**src/rtl/poll_pkg.sv**
```systemverilog
package poll_pkg;
   typedef enum logic [1:0] {
      ST_IDLE,
      ST_READ,
      ST_WAIT
   } poll_state_e;

   localparam logic [7:0] POLL_OPCODE  = 8'h0A;
   localparam int         OPC_LSB      = 24;
   localparam int         FUNC_EN_BIT  = 31;
   localparam int         FUNC_CNT_LSB = 16;
endpackage

```
**src/rtl/poll_cfg.sv**
```systemverilog
module poll_cfg
   import poll_pkg::*;
#(
   parameter int DATA_W = 32,
   parameter int WAIT_W = 10,
   parameter int CNT_W  = 8
) (
   input  logic              clk,
   input  logic              rst_n,
   input  logic              mask_we,
   input  logic              func_we,
   input  logic [DATA_W-1:0] wdata,
   output logic [DATA_W-1:0] mask,
   output logic              enable,
   output logic [WAIT_W-1:0] wait_us,
   output logic [CNT_W-1:0]  retries
);
   if (WAIT_W < 1 || WAIT_W > FUNC_CNT_LSB) begin : g_bad_wait
      $error("poll_cfg: WAIT_W must fit below the retry field");
   end
   if (CNT_W < 1 || FUNC_CNT_LSB + CNT_W > FUNC_EN_BIT) begin : g_bad_cnt
      $error("poll_cfg: CNT_W must fit below the enable bit");
   end

   logic [DATA_W-1:0] func_q;

   always_ff @(posedge clk) begin
      if (!rst_n) begin
         mask   <= '0;
         func_q <= '0;
      end else begin
         if (mask_we) mask   <= wdata;
         if (func_we) func_q <= wdata;
      end
   end

   assign enable  = func_q[FUNC_EN_BIT];
   assign wait_us = func_q[WAIT_W-1:0];
   assign retries = func_q[FUNC_CNT_LSB +: CNT_W];
endmodule

```
**src/rtl/poll_cmp.sv**
```systemverilog
module poll_cmp #(
   parameter int DATA_W = 32
) (
   input  logic [DATA_W-1:0] rd_data,
   input  logic [DATA_W-1:0] expected,
   input  logic [DATA_W-1:0] mask,
   output logic              match
);
   logic [DATA_W-1:0] diff;

   for (genvar i = 0; i < DATA_W; i++) begin : g_bit
      assign diff[i] = mask[i] & (rd_data[i] ^ expected[i]);
   end

   assign match = ~|diff;
endmodule

```
**src/rtl/poll_timer.sv**
```systemverilog
module poll_timer #(
   parameter int TMR_W = 16
) (
   input  logic             clk,
   input  logic             rst_n,
   input  logic             start,
   input  logic [TMR_W-1:0] load,
   output logic             expired
);
   logic [TMR_W-1:0] cnt;
   logic             run;

   always_ff @(posedge clk) begin
      if (!rst_n) begin
         cnt <= '0;
         run <= 1'b0;
      end else if (start) begin
         cnt <= load;
         run <= 1'b1;
      end else if (run) begin
         if (cnt == '0) run <= 1'b0;
         else           cnt <= cnt - 1'b1;
      end
   end

   assign expired = run && (cnt == '0);

   // a new wait never starts while one is still counting
   a_r7_start_when_idle: assert property (@(posedge clk) disable iff (!rst_n)
      start |-> !run);
endmodule

```
**src/rtl/poll_unit.sv**
```systemverilog
module poll_unit
   import poll_pkg::*;
#(
   parameter int DATA_W     = 32,
   parameter int ADDR_W     = 20,
   parameter int WAIT_W     = 10,
   parameter int CNT_W      = 8,
   parameter int CYC_PER_US = 100
) (
   input  logic              clk,
   input  logic              rst_n,
   input  logic              cfg_mask_we,
   input  logic              cfg_func_we,
   input  logic [DATA_W-1:0] cfg_wdata,
   input  logic              inst_valid,
   input  logic [DATA_W-1:0] inst_hi,
   input  logic [DATA_W-1:0] inst_lo,
   output logic              busy,
   output logic              done,
   output logic              err,
   output logic              rd_req,
   output logic [ADDR_W-1:0] rd_addr,
   input  logic              rd_ack,
   input  logic [DATA_W-1:0] rd_data
);
   localparam int CYC_W  = $clog2(CYC_PER_US + 1);
   localparam int TMR_W  = WAIT_W + CYC_W;
   localparam int LEFT_W = CNT_W + 1;
   localparam logic [LEFT_W-1:0] ONE_LEFT = LEFT_W'(1);

   if (DATA_W != 32) begin : g_bad_data
      $error("poll_unit: instruction words are 32 bits");
   end
   if (ADDR_W < 1 || ADDR_W > OPC_LSB) begin : g_bad_addr
      $error("poll_unit: ADDR_W must fit below the opcode");
   end
   if (CYC_PER_US < 1) begin : g_bad_cyc
      $error("poll_unit: CYC_PER_US must be at least 1");
   end

   logic [DATA_W-1:0] mask;
   logic              enable;
   logic [WAIT_W-1:0] wait_us;
   logic [CNT_W-1:0]  retries;
   logic              match;
   logic              expired;
   logic              tmr_start;
   logic [TMR_W-1:0]  tmr_load;
   logic              accept;
   logic              last_try;

   poll_state_e       state;
   logic [LEFT_W-1:0] left;
   logic [ADDR_W-1:0] addr_q;
   logic [DATA_W-1:0] exp_q;

   poll_cfg #(.DATA_W(DATA_W), .WAIT_W(WAIT_W), .CNT_W(CNT_W)) i_cfg (
      .clk     (clk),
      .rst_n   (rst_n),
      .mask_we (cfg_mask_we),
      .func_we (cfg_func_we),
      .wdata   (cfg_wdata),
      .mask    (mask),
      .enable  (enable),
      .wait_us (wait_us),
      .retries (retries)
   );

   poll_cmp #(.DATA_W(DATA_W)) i_cmp (
      .rd_data  (rd_data),
      .expected (exp_q),
      .mask     (mask),
      .match    (match)
   );

   poll_timer #(.TMR_W(TMR_W)) i_timer (
      .clk     (clk),
      .rst_n   (rst_n),
      .start   (tmr_start),
      .load    (tmr_load),
      .expired (expired)
   );

   assign accept    = (state == ST_IDLE) && inst_valid &&
                      (inst_hi[DATA_W-1:OPC_LSB] == POLL_OPCODE);
   assign last_try  = (left == ONE_LEFT);
   assign tmr_load  = TMR_W'(wait_us) * TMR_W'(CYC_PER_US) - TMR_W'(1);
   assign tmr_start = (state == ST_READ) && rd_ack && !match && !last_try &&
                      (wait_us != '0);

   always_ff @(posedge clk) begin
      if (!rst_n) begin
         state  <= ST_IDLE;
         left   <= '0;
         addr_q <= '0;
         exp_q  <= '0;
         done   <= 1'b0;
         err    <= 1'b0;
      end else begin
         done <= 1'b0;
         err  <= 1'b0;
         unique case (state)
            ST_IDLE: begin
               if (accept) begin
                  addr_q <= inst_hi[ADDR_W-1:0];
                  exp_q  <= inst_lo;
                  if (!enable) begin
                     done <= 1'b1;
                  end else begin
                     state <= ST_READ;
                     left  <= {1'b0, retries} + ONE_LEFT;
                  end
               end
            end
            ST_READ: begin
               if (rd_ack) begin
                  if (match) begin
                     done  <= 1'b1;
                     state <= ST_IDLE;
                  end else if (last_try) begin
                     done  <= 1'b1;
                     err   <= 1'b1;
                     state <= ST_IDLE;
                  end else begin
                     left  <= left - ONE_LEFT;
                     state <= (wait_us == '0) ? ST_READ : ST_WAIT;
                  end
               end
            end
            ST_WAIT: begin
               if (expired) state <= ST_READ;
            end
            default: state <= ST_IDLE;
         endcase
      end
   end

   assign busy    = (state != ST_IDLE);
   assign rd_req  = (state == ST_READ);
   assign rd_addr = addr_q;

   // a read is never issued with no attempt remaining
   a_r8_attempt_left: assert property (@(posedge clk) disable iff (!rst_n)
      rd_req |-> (left != '0));
   // the error pulse always comes with completion
   a_r10_err_with_done: assert property (@(posedge clk) disable iff (!rst_n)
      err |-> done);
   // completion leaves the unit idle
   a_r6_done_idle: assert property (@(posedge clk) disable iff (!rst_n)
      done |-> !busy);
   // a pending request keeps its address until acknowledged
   a_r4_req_hold: assert property (@(posedge clk) disable iff (!rst_n)
      (rd_req && !rd_ack) |=> (rd_req && $stable(rd_addr)));
endmodule

```
**config.mk**
```make
export PLATFORM = sky130hd
export DESIGN_NAME = poll_unit
export DESIGN_NICKNAME = d
export VERILOG_FILES = /design/src/rtl/poll_pkg.sv /design/src/rtl/poll_cfg.sv /design/src/rtl/poll_cmp.sv /design/src/rtl/poll_timer.sv /design/src/rtl/poll_unit.sv
export SDC_FILE = /design/constraint.sdc
export NUM_CORES = 1
export LEC_CHECK = 0
export CAP_MARGIN = 20
export CORE_MARGIN = 3
export CORE_UTILIZATION = 52
export CTS_CLUSTER_DIAMETER = 120
export DETAILED_ROUTE_END_ITERATION = 8
export PLACE_DENSITY = 0.84
export SETUP_SLACK_MARGIN = 0.5
export SYNTH_ARGS = -nofsm -noshare
export SYNTH_HDL_FRONTEND = slang
export SYNTH_HIERARCHICAL = 1
export SYNTH_SLANG_ARGS = --single-unit
```
**constraint.sdc**
```tcl
create_clock -name clk -period 4.89 [get_ports clk]
set_input_delay 1.2225 -clock clk [delete_from_list [all_inputs] [get_ports clk]]
set_output_delay 1.2225 -clock clk [all_outputs]
set_load 0.01 [all_outputs]
```
Yosys cells after proc, flatten, opt, wreduce, memory -nomap -nowiden
Index checks and enable logic that the tools add are counted.
{ "op_classes": {"addsub": 4, "mul": 1, "eq_ne": 11, "mux": 26, "bitwise": 64, "n_reduce_logical": 21} }
{ "op_table": {"columns": ["op", "count"], "rows": [
  ["17-bit 2-to-1 mux", 3],
  ["9-bit 2-to-1 mux", 5],
  ["17-bit by 1-bit subtractor with 17-bit output (second input constant)", 2],
  ["1-bit bitwise AND", 32],
  ["32-bit OR reduction", 1],
  ["1-bit XOR", 32],
  ["9-bit one-hot mux with 2 select lines", 1],
  ["17-bit logical NOT", 1],
  ["10-bit by 5-bit multiplier with 15-bit output (second input constant)", 1],
  ["2-bit 2-to-1 mux", 7],
  ["10-bit logical NOT", 1],
  ["10-bit nonzero test", 1],
  ["8-bit by 1-bit adder with 9-bit output (second input constant)", 1],
  ["9-bit by 1-bit == test with 1-bit output (second input constant)", 1],
  ["9-bit by 1-bit subtractor with 9-bit output (second input constant)", 1],
  ["8-bit by 4-bit == test with 1-bit output (second input constant)", 1],
  ["1-bit 2-to-1 mux", 8],
  ["2-bit by 1-bit inequality test with 1-bit output (second input constant)", 4],
  ["4-bit AND reduction", 2],
  ["1-bit logical AND", 7],
  ["2-bit inequality test (second input constant)", 3],
  ["2-bit one-hot mux with 3 select lines", 1],
  ["6-bit AND reduction", 1],
  ["2-bit nonzero test", 3],
  ["6 further kinds", 7]
]} }
{ "totals": {"reg_bits": 147, "in_bits": 134, "out_inout_bits": 24, "wordCells": 137} }

Logic depth before layout (Yosys ltp)
{ "logic_depth": {"word_depth": 8, "ltp_mapped": 16, "mapped_depth_nobuf": 16} }

Cells and area by module
Netlist, hierarchy kept.
{ "modules_own_cells": {"columns": ["module", "instances", "cells_each", "area_each_um2", "seq_area_each_um2"], "rows": [
  ["poll_unit", 1, 501, 3928.8, 1301.2],
  ["poll_cfg", 1, 164, 1953.1, 1021.0],
  ["poll_timer", 1, 131, 1132.3, 360.3],
  ["poll_cmp", 1, 53, 437.9, 0.0]
]} }

Least setup slack after synthesis
OpenSTA, ideal clock, no wires.
{ "synth_path": {"kind": "flip-flop to flip-flop", "start": "reg i_cfg.func_q[2]", "end": "reg i_timer.cnt[15]", "setup_ps": 80, "arrival_time_ps": 3556, "slack_ps": 1255, "stages_incl_launch_ff": 15, "period_less_slack_ps": 3635, "cell_sequence": "dfxtp_1 -> inv_1 -> ha_1 -> ha_1 -> fa_1 -> ha_1 -> a211oi_4 -> nor2_1 -> xor2_1 -> nor3_2 -> or3b_4 -> nor4_2 -> xor2_1 -> o21ai_0 -> nor3b_1"} }
{ "synth_between": {"word_cells_on_any_way": 8, "cone_classes": "1 x add/sub; 1 x mul; 1 x eq/ne; 1 x mux; 4 x reduce/logical"} }
{ "synth_rtl": {"columns": ["item", "line", "rtl"], "rows": [
  ["start, declared", "poll_cfg.sv:25", "logic [DATA_W-1:0] func_q;"],
  ["start signal, assigned", "poll_cfg.sv:33", "if (func_we) func_q <= wdata;"],
  ["10-bit by 5-bit multiplier with 15-bit output", "poll_unit.sv:87", "assign tmr_load = TMR_W'(wait_us) * TMR_W'(CYC_PER_US) - TMR_W'(1);"],
  ["17-bit by 1-bit subtractor with 17-bit output", "poll_unit.sv:87", null],
  ["net tmr_load[15]", "poll_unit.sv:48", "logic [TMR_W-1:0] tmr_load;"],
  ["17-bit 2-to-1 mux", "poll_timer.sv:17", "end else if (start) begin"],
  ["end signal, assigned", "poll_timer.sv:18", "cnt <= load;"],
  ["end signal, assigned", "poll_timer.sv:22", "else cnt <= cnt - 1'b1;"],
  ["end, declared", "poll_timer.sv:10", "logic [TMR_W-1:0] cnt;"]
]} }
The timed path passes the listed nets, and every way through them passes these cells.
A chain may end at the register's enable or synchronous reset.

Worst setup path in the final report
Same ends and word-level chain as after synthesis.

==> parameters.txt <==
Parameter                              Value

CTS
  Post-CTS Setup Repair Bufs ... 0
  Number of sinks handled by clock tree synthesis ... between 100 and 150
  Clock buffer count from CTS ... 17
  Clock Latency Late Sink ... 0.43 ns
  Clock tree from TritonCTS ... yes
  Clk pin slew, worst setup/hold paths ... 0.06 ns
  Number of levels the H-tree was split into ... 4
  Root buffer cell ... clkbuf_16
  Number of buffers on the longest clock path ... 2

Final layout
  Leading cell type in the layout, fill and taps excluded ... clkdlybuf4s50_1
  Fraction of final layout cells sized beyond drive strength 1 ... 6.61%
  Antenna fix cells ... 0
  Synthesis-to-layout area growth ... 28.7%
  Final Instance Area ... 9590 sq um
  Count of nets after finishing ... approximately 1.2k
  Final core area utilization ... 68.8%
  Commonest cells after routing, fill and taps aside ... 151 x clkdlybuf4s50_1, 133 x dfxtp_1, 129 x nand2_1

Setup path
  Crit path arrival time ... between 4 and 5 ns
  Crit. End Element ... flop
  CP Data Required Time ... around 5.2 ns
  Peak fanout along the critical path ... 5
  Kind of launch point of the worst setup path ... flop
  Category of the most critical setup path ... reg2reg

Synth
  Syn avg cell area ... approximately 9 sq um
  FFs w/ async S/R, synth ... 0%
  Yosys synthesis warning count ... 6
  Post-synthesis instance total ... 849
  Number of synthesized register bits ... 134
  Area of the mapped netlist ... approximately 7500 sq um
  Number of synthesized flops with an enable pin ... 0
  Share of the yosys chip area belonging to registers ... between 30% and 40%
  Number of distinct library cells after synthesis ... 75
  Most used flip-flop cell after synthesis ... dfxtp_1

Status
  Outcome ... completed

Timing
  Final setup violating endpoints ... 0
  Final hold viol count ... 0
  Setup slack of the critical path after layout ... 0.844 ns
  Clk_skew ... 0.0139 ns
  Relative slew margins ... 35.6%
  Max-slew violation count ... 0
  Worst hold margin ... 0.452 ns
  Portion of the clock cycle consumed by the worst path in the final layout ... 82.7%
  Highest attainable clock frequency ... 247 MHz
  Post-layout minimum cycle time ... 4.05 ns
  Slew @ Worst Pin ... about 0.97 ns
  Final TNS setup ... 0 ns
  Unrepaired setup endpoints after global routing ... no

Job
  Number of maximum-capacitance violations ... 0

Placement
  Number of buffer cells added on primary ports ... 153
  Dpl ws ... 0.746 ns
  Post-Place Cell Area ... 9010 sq um
  GP Congestion ... around 0.86
  HPWL reported at the end of detailed placement ... 13500 um

Global routing
  Number of antenna violations at the first check in global routing ... 0
  Pin count of the biggest net entering global routing ... 68
  Number of global-route vias before repair ... ~6.2k
  Overall routing resource usage ... 23.4%
  Grt ovf ... 0
  Global-route wire length before repair ... 30200 um

Pwr
  Power per cell area ... around 280 nW/um^2
  Static leakage power ... 3.87 nW
  Max rail drop VDD ... 0.000282 V

Route
  Average detailed-routed wire length per instance ... 15.8 um
  Vias/cell ... 5.41
  First-pass DRT Iterations ... 5
  DRT Wirelength ... between 15000 and 20000 um
  First-iteration detailed-routing DRC count ... 374
  DRC viols ... 0
  Overall via count from detail_route ... 6370
  Count of antenna-violating nets left after detailed routing ... 0

Die
  I/O Pins ... 158
  Overall die area ... 15800 sq um
  Initial core utilization ... 53.5%
  CORE AREA ... 13900 sq um
  Number of placement rows ... 43
  Die Span Y ... 126 um
  DIE WIDTH ... between 100 and 150 um

Worst hold path
  Class of the most critical hold timing path ... reg2reg
==> worst paths after layout <==
| kind | startpoint | to | slack (ns) | cells after the start |
|---|---|---|---|---|
| max | i_cfg/func_q[2] | i_timer/cnt[15] | 0.84 | 14 |
| min | rd_addr[6] | rd_addr[6] | 0.45 | 2 |
| max reg2reg | i_cfg/func_q[2] | i_timer/cnt[15] | 0.84 | 14 |
| min reg2reg | rd_addr[6] | rd_addr[6] | 0.45 | 2 |
==> area by class of cell <==
class,instances,area [sq um]
flip-flops and latches,134,2680
inverters,35,131
multi-input cells,639,4420
fillers,1049,4350
repair buffers,159,1590
clock inverters,11,104
well taps,180,225
clock buffers,20,437
==> sequential cells by signal (all words and copies together) (netlist names) <==
name,cells
i_cfg/mask,32
rd_addr,20
state,2
left,9
i_timer/cnt,17
err,1
done,1
i_cfg/func_q,19
i_timer/run,1
exp_q,32
==> repair_timing <==
| action | 4_1_cts | 5_1_grt |
|---|---|---|
| setup endpoints to repair | 0 | 1 |
| resized for setup | 0 | 2 |
| hold buffers | 0 | 0 |
==> layer usage <==
metal	wire length, um	GRT usage (%)	part of all wire [%]	up-vias
met5	0	0	0	-
met1	7860	27.7	42	2936
li1	-	-	-	3213
met2	8810	38.7	47	190
met4	492	8.74	2.6	0
met3	1440	8.78	7.7	31
==> cells by family after synthesis <==
logic type      after synthesis  share of synthesized area (%)
simple gates                306                           21.5
buf+inv                      77                           4.87
flops                       134                           36.0
fa+ha+maj                    52                           9.23
compound gates              164                           14.0
mux                          52                           6.98
other cells                   1                         0.0503
xor+xnor                     63                           7.40
==> metrics by stage <==
stage,std cells,power (mW)
6_report,1178,2.72
5_1_grt,1178,2.82
4_1_cts,1177,2.73
3_5_place_dp,1146,1.54
3_3_place_gp,1146,1.53
2_1_floorplan,850,1.39
==> synth_stat cells (8+ instances only) <==
cell	count	area, sq um
nor2_1	33	124
inv_1	35	131
nand2_1	129	484
a31oi_1	9	56.3
dfxtp_1	134	2680
a21oi_1	66	330
clkbuf_1	30	113
nand4_1	8	50.1
xor2_1	47	412
mux2i_1	52	521
nor3_1	13	65.1
xnor2_1	16	140
ha_1	47	588
nor2b_1	51	319
o21ai_0	36	180
nand3_1	14	70.1
a22oi_1	19	143
==> power breakdown <==
group	switching, mW	internal, mW	total, mW
clock	0.491	0.697	1.19
combinational	0.180	0.209	0.389
sequential	0.0236	1.12	1.14
total	0.695	2.02	2.72
==> worst max-delay path, cell delays in order (launching register included) <==
cell and delay [ns]:
dfxtp_2 0.38, inv_1 0.12, ha_1 0.31, ha_1 0.32, fa_1 0.46, ha_1 0.28
a211oi_4 0.30, nor2_1 0.11, xor2_1 0.19, nor3_2 0.21, or3b_4 0.45, nor4_2 0.28
xor2_1 0.16, o21ai_0 0.13, nor3b_1 0.24
(Power assumes the default switching activity.)
